==> config.mk <==
export PLATFORM = sky130hd
export DESIGN_NAME = cic_interp
export DESIGN_NICKNAME = d
export VERILOG_FILES = /design/src/rtl/cic_pkg.sv /design/src/rtl/cic_ratio_ctrl.sv /design/src/rtl/cic_channel.sv /design/src/rtl/cic_scaler.sv /design/src/rtl/cic_interp.sv
export SDC_FILE = /design/constraint.sdc
export NUM_CORES = 2
export LEC_CHECK = 0
export BUFFER_PORTS_ARGS = -buffer_cell sky130_fd_sc_hd__buf_2
export CAP_MARGIN = 10
export CORE_UTILIZATION = 55
export CTS_BUF_LIST = sky130_fd_sc_hd__clkbuf_4 sky130_fd_sc_hd__clkbuf_8
export CTS_CLUSTER_DIAMETER = 100
export DETAILED_ROUTE_END_ITERATION = 8
export PLACE_DENSITY = 0.77
export SKIP_LAST_GASP = 1
export SLEW_MARGIN = 20
export SYNTH_ARGS = -nofsm -noshare
export SYNTH_HDL_FRONTEND = slang
export SYNTH_SLANG_ARGS = --single-unit
==> constraint.sdc <==
create_clock -name clk -period 22.8 [get_ports clk]
set_input_delay 2.28 -clock clk [delete_from_list [all_inputs] [get_ports clk]]
set_output_delay 2.28 -clock clk [all_outputs]
set_load 0.005 [all_outputs]
==> src/rtl/cic_pkg.sv <==
package cic_pkg;
    localparam int DATA_W    = 12;
    localparam int STAGES    = 4;
    localparam int RATIO_W   = 6;
    localparam int RATIO_MIN = 2;
    localparam int RATIO_MAX = 63;
    localparam int GROWTH    = STAGES * $clog2(RATIO_MAX);
    localparam int ACC_W     = DATA_W + GROWTH;
    localparam int FRAC_W    = 14;
    localparam int MULT_W    = FRAC_W + 2;
    localparam int SHIFT_W   = 6;
    localparam int NUM_CH    = 2;
    localparam int TAB_N     = 1 << RATIO_W;

    typedef logic signed [DATA_W-1:0] sample_t;
    typedef logic signed [ACC_W-1:0]  acc_t;

    typedef struct packed {
        logic [SHIFT_W-1:0] shift;  // total right shift after the multiply
        logic [MULT_W-1:0]  mult;   // unsigned fixed-point correction factor
    } scale_t;

    function automatic int clamp_ratio(int r);
        if (r < RATIO_MIN) return RATIO_MIN;
        if (r > RATIO_MAX) return RATIO_MAX;
        return r;
    endfunction

    // DC gain of the integrator output for ratio r: r^(STAGES-1)
    function automatic longint unsigned gain_of(int r);
        longint unsigned g = 1;
        for (int k = 1; k < STAGES; k++) g = g * longint'(r);
        return g;
    endfunction

    function automatic int shift_of(int r);
        longint unsigned g = gain_of(r);
        int s = 0;
        for (int k = 0; k < 63; k++)
            if ((64'd1 << k) < g) s = k + 1;
        return s;
    endfunction

    function automatic longint unsigned mult_of(int r);
        longint unsigned g = gain_of(r);
        longint unsigned num = 64'd1 << (shift_of(r) + FRAC_W);
        return (num + g / 2) / g;
    endfunction
endpackage

==> src/rtl/cic_ratio_ctrl.sv <==
module cic_ratio_ctrl
    import cic_pkg::*;
(
    input  logic               clk,
    input  logic               rst,
    input  logic [RATIO_W-1:0] ratio,
    output logic               clear,
    output scale_t             scl
);
    logic [RATIO_W-1:0] eff;
    logic [RATIO_W-1:0] held;
    scale_t             tab [TAB_N];

    always_comb begin
        if (ratio < RATIO_W'(RATIO_MIN))      eff = RATIO_W'(RATIO_MIN);
        else if (ratio > RATIO_W'(RATIO_MAX)) eff = RATIO_W'(RATIO_MAX);
        else                                  eff = ratio;
    end

    assign clear = !rst && (eff != held);

    always_ff @(posedge clk) begin
        if (rst) held <= RATIO_W'(RATIO_MIN);
        else     held <= eff;
    end

    for (genvar r = 0; r < TAB_N; r++) begin : g_tab
        localparam int RR = clamp_ratio(r);
        localparam int SH = shift_of(RR) + FRAC_W;
        localparam longint unsigned ML = mult_of(RR);
        assign tab[r] = '{shift: SHIFT_W'(SH), mult: MULT_W'(ML)};
    end

    assign scl = tab[held];

    // the ratio in use never leaves the legal range
    p_ratio_legal_r4: assert property (@(posedge clk) disable iff (rst)
        (held >= RATIO_W'(RATIO_MIN)) && (held <= RATIO_W'(RATIO_MAX)));
endmodule

==> src/rtl/cic_channel.sv <==
module cic_channel
    import cic_pkg::*;
(
    input  logic    clk,
    input  logic    rst,
    input  logic    ce,
    input  logic    strobe,
    input  logic    clear,
    input  sample_t x,
    output acc_t    acc
);
    acc_t comb_in  [STAGES+1];
    acc_t integ_in [STAGES+1];
    acc_t integ_q  [STAGES];

    assign comb_in[0] = ACC_W'(x);

    for (genvar k = 0; k < STAGES; k++) begin : g_comb
        acc_t dly_r;
        assign comb_in[k+1] = comb_in[k] - dly_r;
        always_ff @(posedge clk) begin
            if (rst || clear) dly_r <= '0;
            else if (strobe)  dly_r <= comb_in[k];
        end
    end

    // zero-stuffing: comb result once per strobe, zeros otherwise
    assign integ_in[0] = strobe ? comb_in[STAGES] : '0;

    for (genvar k = 0; k < STAGES; k++) begin : g_integ
        acc_t sum_r;
        always_ff @(posedge clk) begin
            if (rst || clear) sum_r <= '0;
            else if (ce)      sum_r <= sum_r + integ_in[k];
        end
        assign integ_q[k]    = sum_r;
        assign integ_in[k+1] = sum_r;
    end

    assign acc = integ_q[STAGES-1];

    // enabled cycles without a strobe feed zero into the first integrator
    p_zero_stuff_r3: assert property (@(posedge clk) disable iff (rst)
        (ce && !strobe && !clear) |=> (integ_q[0] == $past(integ_q[0])));
    // a ratio change empties the integrator chain
    p_clear_acc_r5: assert property (@(posedge clk) disable iff (rst)
        clear |=> (acc == '0));
    // no enable, no change
    p_hold_acc_r2: assert property (@(posedge clk) disable iff (rst)
        (!ce && !clear) |=> $stable(acc));
endmodule

==> src/rtl/cic_scaler.sv <==
module cic_scaler
    import cic_pkg::*;
(
    input  logic    clk,
    input  logic    rst,
    input  logic    ce,
    input  logic    clear,
    input  acc_t    acc,
    input  scale_t  scl,
    output sample_t y
);
    localparam int PROD_W = ACC_W + MULT_W + 1;
    localparam logic signed [PROD_W-1:0] SAT_HI = PROD_W'((2 ** (DATA_W - 1)) - 1);
    localparam logic signed [PROD_W-1:0] SAT_LO = PROD_W'(-(2 ** (DATA_W - 1)));

    logic signed [PROD_W-1:0] a_ext, m_ext, prod, half, rounded, shifted;
    sample_t                  sat_v;

    always_comb begin
        a_ext   = PROD_W'(acc);
        m_ext   = $signed(PROD_W'({1'b0, scl.mult}));
        prod    = a_ext * m_ext;
        half    = PROD_W'(1) << (scl.shift - SHIFT_W'(1));
        rounded = prod + half;
        shifted = rounded >>> scl.shift;
        if (shifted > SAT_HI)      sat_v = SAT_HI[DATA_W-1:0];
        else if (shifted < SAT_LO) sat_v = SAT_LO[DATA_W-1:0];
        else                       sat_v = shifted[DATA_W-1:0];
    end

    always_ff @(posedge clk) begin
        if (rst || clear) y <= '0;
        else if (ce)      y <= sat_v;
    end

    // a zero integrator sum always leaves zero at the output
    p_zero_maps_zero_r3: assert property (@(posedge clk) disable iff (rst)
        (ce && !clear && acc == '0) |=> (y == '0));
endmodule

==> src/rtl/cic_interp.sv <==
module cic_interp
    import cic_pkg::*;
(
    input  logic               clk,
    input  logic               rst,
    input  logic               hi_ce,
    input  logic               in_valid,
    input  logic [RATIO_W-1:0] ratio,
    input  sample_t            in_i,
    input  sample_t            in_q,
    output sample_t            out_i,
    output sample_t            out_q,
    output logic               out_valid
);
    logic    clear;
    logic    strobe;
    scale_t  scl;
    sample_t xin  [NUM_CH];
    sample_t yout [NUM_CH];
    acc_t    accs [NUM_CH];

    cic_ratio_ctrl u_ctrl (
        .clk   (clk),
        .rst   (rst),
        .ratio (ratio),
        .clear (clear),
        .scl   (scl)
    );

    assign strobe  = hi_ce && in_valid && !clear;
    assign xin[0]  = in_i;
    assign xin[1]  = in_q;

    for (genvar c = 0; c < NUM_CH; c++) begin : g_ch
        cic_channel u_chan (
            .clk    (clk),
            .rst    (rst),
            .ce     (hi_ce),
            .strobe (strobe),
            .clear  (clear),
            .x      (xin[c]),
            .acc    (accs[c])
        );
        cic_scaler u_scale (
            .clk   (clk),
            .rst   (rst),
            .ce    (hi_ce),
            .clear (clear),
            .acc   (accs[c]),
            .scl   (scl),
            .y     (yout[c])
        );
    end

    assign out_i = yout[0];
    assign out_q = yout[1];

    always_ff @(posedge clk) begin
        if (rst) out_valid <= 1'b0;
        else     out_valid <= hi_ce;
    end

    // reset leaves quiet outputs
    p_reset_quiet_r1: assert property (@(posedge clk)
        rst |=> (!out_valid && out_i == '0 && out_q == '0));
    // valid marks the cycle after each enabled cycle
    p_valid_follow_r2: assert property (@(posedge clk) disable iff (rst)
        hi_ce |=> out_valid);
    p_valid_idle_r2: assert property (@(posedge clk) disable iff (rst)
        !hi_ce |=> !out_valid);
    p_hold_out_r2: assert property (@(posedge clk) disable iff (rst)
        (!hi_ce && !clear) |=> ($stable(out_i) && $stable(out_q)));
    // outputs read zero after a ratio change
    p_clear_out_r5: assert property (@(posedge clk) disable iff (rst)
        clear |=> (out_i == '0 && out_q == '0));
endmodule

; After elaboration in Yosys (flattened, before gate mapping)
; Memory sizes are Yosys's and may differ from the RTL's.
; Index checks and enable logic that the tools add are counted.
[totals]
ff_bits = 559
mem_bits_ro = 1408
input_bits = 34
out_inout_bits = 25
n_memories = 1
[op_classes]
n_addsub = 19
n_mul = 2
magnitude_cmp = 7
n_eq_ne = 1
n_shift = 3
mux = 10
bitwise_logic = 1
n_reduce_logical = 6
[memory_table]
columns = memory, words, word_bits, read_ports, rd_ports_with_merged_regs, write_ports, line
row1 = (no name shown), 64, 22, 1, 0, 0, cic_ratio_ctrl.sv:34  ; assign scl = tab[held];
[op_table]
columns = op, count
row1 = $add 36x36->36, 8
row2 = $sub 36x36->36, 6
row3 = $add 53x53->53, 2
row4 = $gt 53x12->1 const B, 2
row5 = $lt 53x12->1 const B, 2
row6 = $mul 36x17->53, 2
row7 = $sshr 53x6->53, 2
row8 = $mux 36, 2
row9 = $shl 1x6->53 const A, 1
row10 = $mux 12, 4
row11 = $mux 22, 2
row12 = $sub 12x12->13, 2
row13 = $mux 6, 2
row14 = $ge 7x7->1 const B, 1
row15 = $not 6->7, 1
row16 = $gt 6x6->1 const B, 1
row17 = $lt 6x2->1 const B, 1
row18 = $ne 6x6->1, 1
row19 = $sub 6x1->6 const B, 1
row20 = $logic_and 1x1->1, 3
row21 = $logic_not 1->1, 2
row22 = $logic_or 1x1->1, 1

; Longest topological paths before layout
[depth]
ltp_word = 11
depth_mapped = 56

; Modules after synthesis
; From an unflattened synthesis, not the netlist that was laid out.
[hier_totals]
cells_unflattened = 11733
hier_area_um2 = 96356.2
[by_module_without_submodules]
columns = mod, instances, cells_each, area_per_inst_um2, seq_area_each_um2
row1 = cic_channel, 2, 2283, 18091.1, 4384.2
row2 = cic_scaler (g_ch[1].u_scale), 1, 3460, 29226.8, 240.2
row3 = cic_scaler (g_ch[0].u_scale), 1, 3409, 28836.4, 240.2
row4 = cic_ratio_ctrl, 1, 295, 2075.7, 120.1
row5 = cic_interp, 1, 3, 35.0, 20.0

; Worst setup path before layout
; No wires, ideal clock.
[synth_path]
kind = input-to-reg
from = in in_q[0]
to = reg g_ch[1].u_chan.g_integ[0].sum_r[35]
setup_ps = 70
t_arrival_ps = 11764
t_required_ps = 22730
path_slack_ps = 10966
stages = 52
cell_sequence = inv_1 -> ha_1 -> inv_1 -> fa_1 -> nand2_1 -> nand2_1 -> a21oi_1 -> o21ai_0 -> a21oi_1 -> o21ai_0 -> a21oi_1 -> o21bai_1 -> a21oi_1 -> nor2b_1 -> nor3_1 -> mux2i_1 -> inv_1 -> ha_1 -> [... 16 more ...] -> nor2b_1 -> o21a_1 -> nor2_1 -> o31ai_1 -> nand4_1 -> a31o_2 -> inv_1 -> a21oi_1 -> xor2_1 -> nor2_1 -> ha_1 -> or4_1 -> or2_2 -> a31oi_1 -> o21ai_0 -> and3_1 -> or4_1 -> a21oi_1
[synth_lines]
columns = element, line
row1 = "start, declared", cic_interp.sv:10  ; input sample_t in_q,
row2 = "end signal, assigned", cic_channel.sv:34  ; else if (ce) sum_r <= sum_r + integ_in[k];
row3 = "end, declared", cic_channel.sv:31  ; acc_t sum_r;

; Worst setup path in the final report
[layout_path]
from = reg u_ctrl.held[0]
to = reg g_ch[0].u_scale.y[4]
[layout_via]
elab_chain_len = 11
elab_cells_between_ends = 16
classes_between = add/sub (2) / mul (1) / order compare (2) / eq/ne (1) / shift (2) / mux (4) / bitwise (1) / reduce/logical (2) / memory (1)
[layout_lines]
columns = element, line
row1 = "start, declared", cic_ratio_ctrl.sv:11  ; logic [RATIO_W-1:0] held;
row2 = "start signal, assigned", cic_ratio_ctrl.sv:23  ; if (rst) held <= RATIO_W'(RATIO_MIN);
row3 = "parallel branches: the longest is 11 deep, another holds $mul 36x17->53", -
row4 = "end signal, assigned", cic_scaler.sv:33  ; else if (ce) y <= sat_v;
row5 = "end, declared", cic_scaler.sv:10  ; output sample_t y
; Parallel ways; which one is timed is not known. The select of a mux whose other input is x is not followed.
; A chain may end at the register's enable or synchronous reset.

==> metrics.md <==
| Metric | Value |
|---|---|
| Crit path time final | `13.18 ns` |
| EDFF count, synth | `0` |
| Endpoint class of the critical path | `register` |
| GRT Residual Overflow | `0` |
| Critical path's slowest cell | `nor2_1` |
| Sequential fraction of the synthesis area | `11.6%` |
| Die height | `between 400 and 500 um` |
| Average wire per cell in the routed design | `19.6 um` |
| Status | `finished, final reports clean` |
| Setup Fix Bufs, Post-CTS | `0` |
| Final Max Tran Viols | `0` |
| Main combinational cell family by area after synthesis | `adder cells` |
| Area of the multi-input gates | `roughly 70000 um2` |
| Crit path DAT | `13.88 ns` |
| Mean Syn Cell Area | `8.13 um2` |
| Inst Count DP | `between 10000 and 15000` |
| Synth Area in Adders | `36.6%` |
| Simple-Gate Fraction of Synth Area | `19.0%` |
| MaxCap Viol Count | `0` |
| GRT Overall Usage | `31.0%` |
| Compound-gate portion of the synthesized area | `between 15 and 20%` |
| # hold bufs at CTS | `0` |
| GP Congestion | `1.00` |
| Max FO, Critical Path | `44` |
| Share of layout cells above drive strength 1 | `4.44%` |
| Sink Count | `about 510` |
| H-tree depth | `3` |
| Post-Syn Area | `88800 um2` |
| Ys async rst share | `0%` |
| Storage cell area | `10300 um2` |
| Data required time at the worst endpoint | `roughly 24 ns` |
| Final Instance Area | `93400 um2` |
| First-pass GRT wire length | `a little over 400 mm` |
| Final setup violation count | `0` |
| Slowest stage delay, CP | `1.02 ns` |
| Mux cell area share after synthesis | `2.96%` |
| TNS Setup | `0 ns` |
| Critical path class | `register to register` |
| Clk pin slew, worst setup/hold paths | `0.06 ns` |
| Fmax | `75.9 MHz` |
| Synth Flop Type | `dfxtp_1` |
| Via Count | `76929` |
| Static Leak | `39.1 nW` |
| Synth-to-layout area growth | `5.18%` |
| Routed WL | `254 mm` |
| RSZ-0062 raised after global routing | `no` |
| FILL cells | `14213` |
| Worst-Margin Slew | `1.26 ns` |
| Final worst path period share | `57.8%` |
| Core area | `160000 um2` |
| PwrDens | `between 30 and 40 nW/um2` |
| Final Hold Viols | `0` |
| Syn Inst Count | `about 11000` |
| DRT Pass-1 Iters | `6` |
| Layout net count | `12660` |
| TritonCTS clock tree | `yes` |
| Starting density of the core | `a little under three fifths` |
| Routed Antenna Nets | `0` |
| Ys Warns | `0` |
| Synth area leaders | `fa_1 26%, dfxtp_1 12%, ha_1 10%` |
| Routed vias/inst | `5.93` |
| # rows | `roughly 150` |
| CTS resizes | `0` |
| Proportion of netlist area held by the largest area contributor | `about a quarter` |
| Clk_lat worst skew | `approximately 0.86 ns` |
| Area leader, netlist | `fa_1` |
| #FFs+latches synth | `approximately 500` |
| Die area | `roughly 160000 um2` |
| Worst vdd ir | `between 0.00006 and 0.00007 V` |
| Post-place instance area | `91100 um2` |
| Die Width | `404 um` |
| CTS Buf Count | `100` |
| Vias in the first global route | `77879` |
| Clock buffer depth | `3` |
| Hold WS | `roughly 0.45 ns` |
| Synth Area in XOR/XNOR | `4.58%` |
| IO Count | `between 50 and 60` |
| Root cell of the clock tree | `clkbuf_8` |
| Clk_skew | `0.0759 ns` |
| Port bufs | `58` |
| Crit start category | `register` |
| Crit-path most repeated cell | `fa_1` |
| Largest net degree at the start of global routing | `191` |
| Synth unique cells | `110` |
| Initial antenna violation count | `17` |
| DR DRC count | `0` |
| Max transition margin | `around 16%` |
| Number of DRC markers in iteration 0 | `6096` |
| Final Non-Filler Cells | `12974` |
| Hold/Removal Path Class | `register to register` |
| DP HPWL | `195 mm` |
## worst paths after layout
path                                                         from                                 to  slack [ns]  cells after the start
worst max-delay path                               u_ctrl.held[0]               g_ch[0].u_scale.y[4]        9.62                     31
worst min-delay path            g_ch[0].u_chan.g_comb[1].dly_r[6]  g_ch[0].u_chan.g_comb[1].dly_r[6]        0.45                      2
worst max register to register                     u_ctrl.held[0]               g_ch[0].u_scale.y[4]        9.62                     31
worst min register to register  g_ch[0].u_chan.g_comb[1].dly_r[6]  g_ch[0].u_chan.g_comb[1].dly_r[6]        0.45                      2
## kinds of logic after synthesis
kind of cell	Yosys count
simple gates	3503
compound gates	2268
buf+inv	2013
fa+ha+maj	1900
flops	513
xor+xnor	463
mux	258
other cells	2
## sequential cells by signal, indices dropped and copies added (netlist names)
register and flops:
g_ch.u_chan.acc 72, g_ch.u_chan.g_comb.dly_r 194, g_ch.u_chan.g_integ.sum_r 216, g_ch.u_scale.y 24, out_valid 1, u_ctrl.held 6
## cell type report
cell class,count,area share [%]
antenna,9,0.0241
timing repair buffer,146,1.06
sequential,513,11.0
clock buffer,152,2.06
clock inverter,29,0.404
multi-input combinational,8462,76.5
inverter,1503,6.04
tap,2160,2.89
## cells in the final DEF (no fill, tap or decap), types with 58 or more instances in the layout
| cell type | Yosys | final |
|---|---|---|
| fa_1 | 1166 | 1166 |
| nor2b_1 | 71 | 71 |
| a21o_1 | 207 | 206 |
| o21a_1 | 80 | 80 |
| clkbuf_8 | 0 | 125 |
| nor2_1 | 779 | 774 |
| inv_1 | 1502 | 1501 |
| a21oi_1 | 725 | 716 |
| nand3_1 | 199 | 198 |
| xor2_1 | 169 | 168 |
| and2_1 | 688 | 686 |
| a31oi_1 | 89 | 87 |
| and3_1 | 93 | 93 |
| nor3_1 | 201 | 200 |
| nand2b_1 | 76 | 76 |
| a211oi_1 | 161 | 160 |
| buf_4 | 2 | 86 |
| ha_1 | 734 | 734 |
| o21ai_0 | 367 | 365 |
| o21bai_1 | 85 | 85 |
| dfxtp_1 | 513 | 511 |
| or3_1 | 69 | 69 |
| o31ai_1 | 59 | 58 |
| conb_1 | 2 | 70 |
| nand2_1 | 1108 | 1104 |
| mux2i_1 | 237 | 237 |
| xnor2_1 | 293 | 292 |
## layer usage
metal  global-route usage (%)  up-vias  share of wire, %
met5                        0        -             0.036
met4                     11.9       12               3.8
met3                     5.44      610               8.0
met2                     51.9     2915                47
met1                     39.7    37524                41
li1                         -    35868                 -
## synth_stat cells (25+ instances only)
master,n
dfxtp_1,513
and3_1,93
nand3b_1,25
nor4_1,34
o221ai_1,26
a21oi_1,725
a21boi_0,27
o211ai_1,57
xnor2_1,293
buf_1,63
xor2_1,169
a31oi_1,89
o31a_1,28
mux2i_1,237
fa_1,1166
nor2_1,779
or2_2,26
o21bai_1,85
o21ai_0,367
nand2_1,1108
clkbuf_1,408
nor3_1,201
o21a_1,80
o31ai_1,59
nand4_1,54
a21o_1,207
nand2b_1,76
nand3_1,199
a211oi_1,161
ha_1,734
and2_1,688
nor2b_1,71
o22ai_1,26
buf_2,36
or3_1,69
inv_1,1502
## where the power goes
group / switching, mW / leakage, nW / internal (mW)
logic: 1.03 / 33.7 / 0.603
registers: 0.00165 / 4.13 / 0.899
clock network: 0.453 / 1.21 / 0.620
## through the flow
step           total power, mW  setup WS (ns)  utilization [%]
2_1_floorplan             2.12          10.97                -
3_3_place_gp              2.49           9.50             56.8
3_5_place_dp              2.52           9.41             56.8
4_1_cts                   3.60           9.95             58.2
5_1_grt                   3.82           8.96             58.3
6_report                  3.61           9.62             58.3
## critical path: cells and delay by family, from the launching register on
kind	cells	cell delay [ns]
AND/OR/NAND/NOR	11	3.93
adder cells (fa/ha/maj)	7	3.77
AO/OA/AOI/OAI	9	3.53
buffers and inverters	3	0.85
flip-flops	1	0.56
multiplexers	1	0.36
Note: power is estimated with default switching activity, not from simulation.
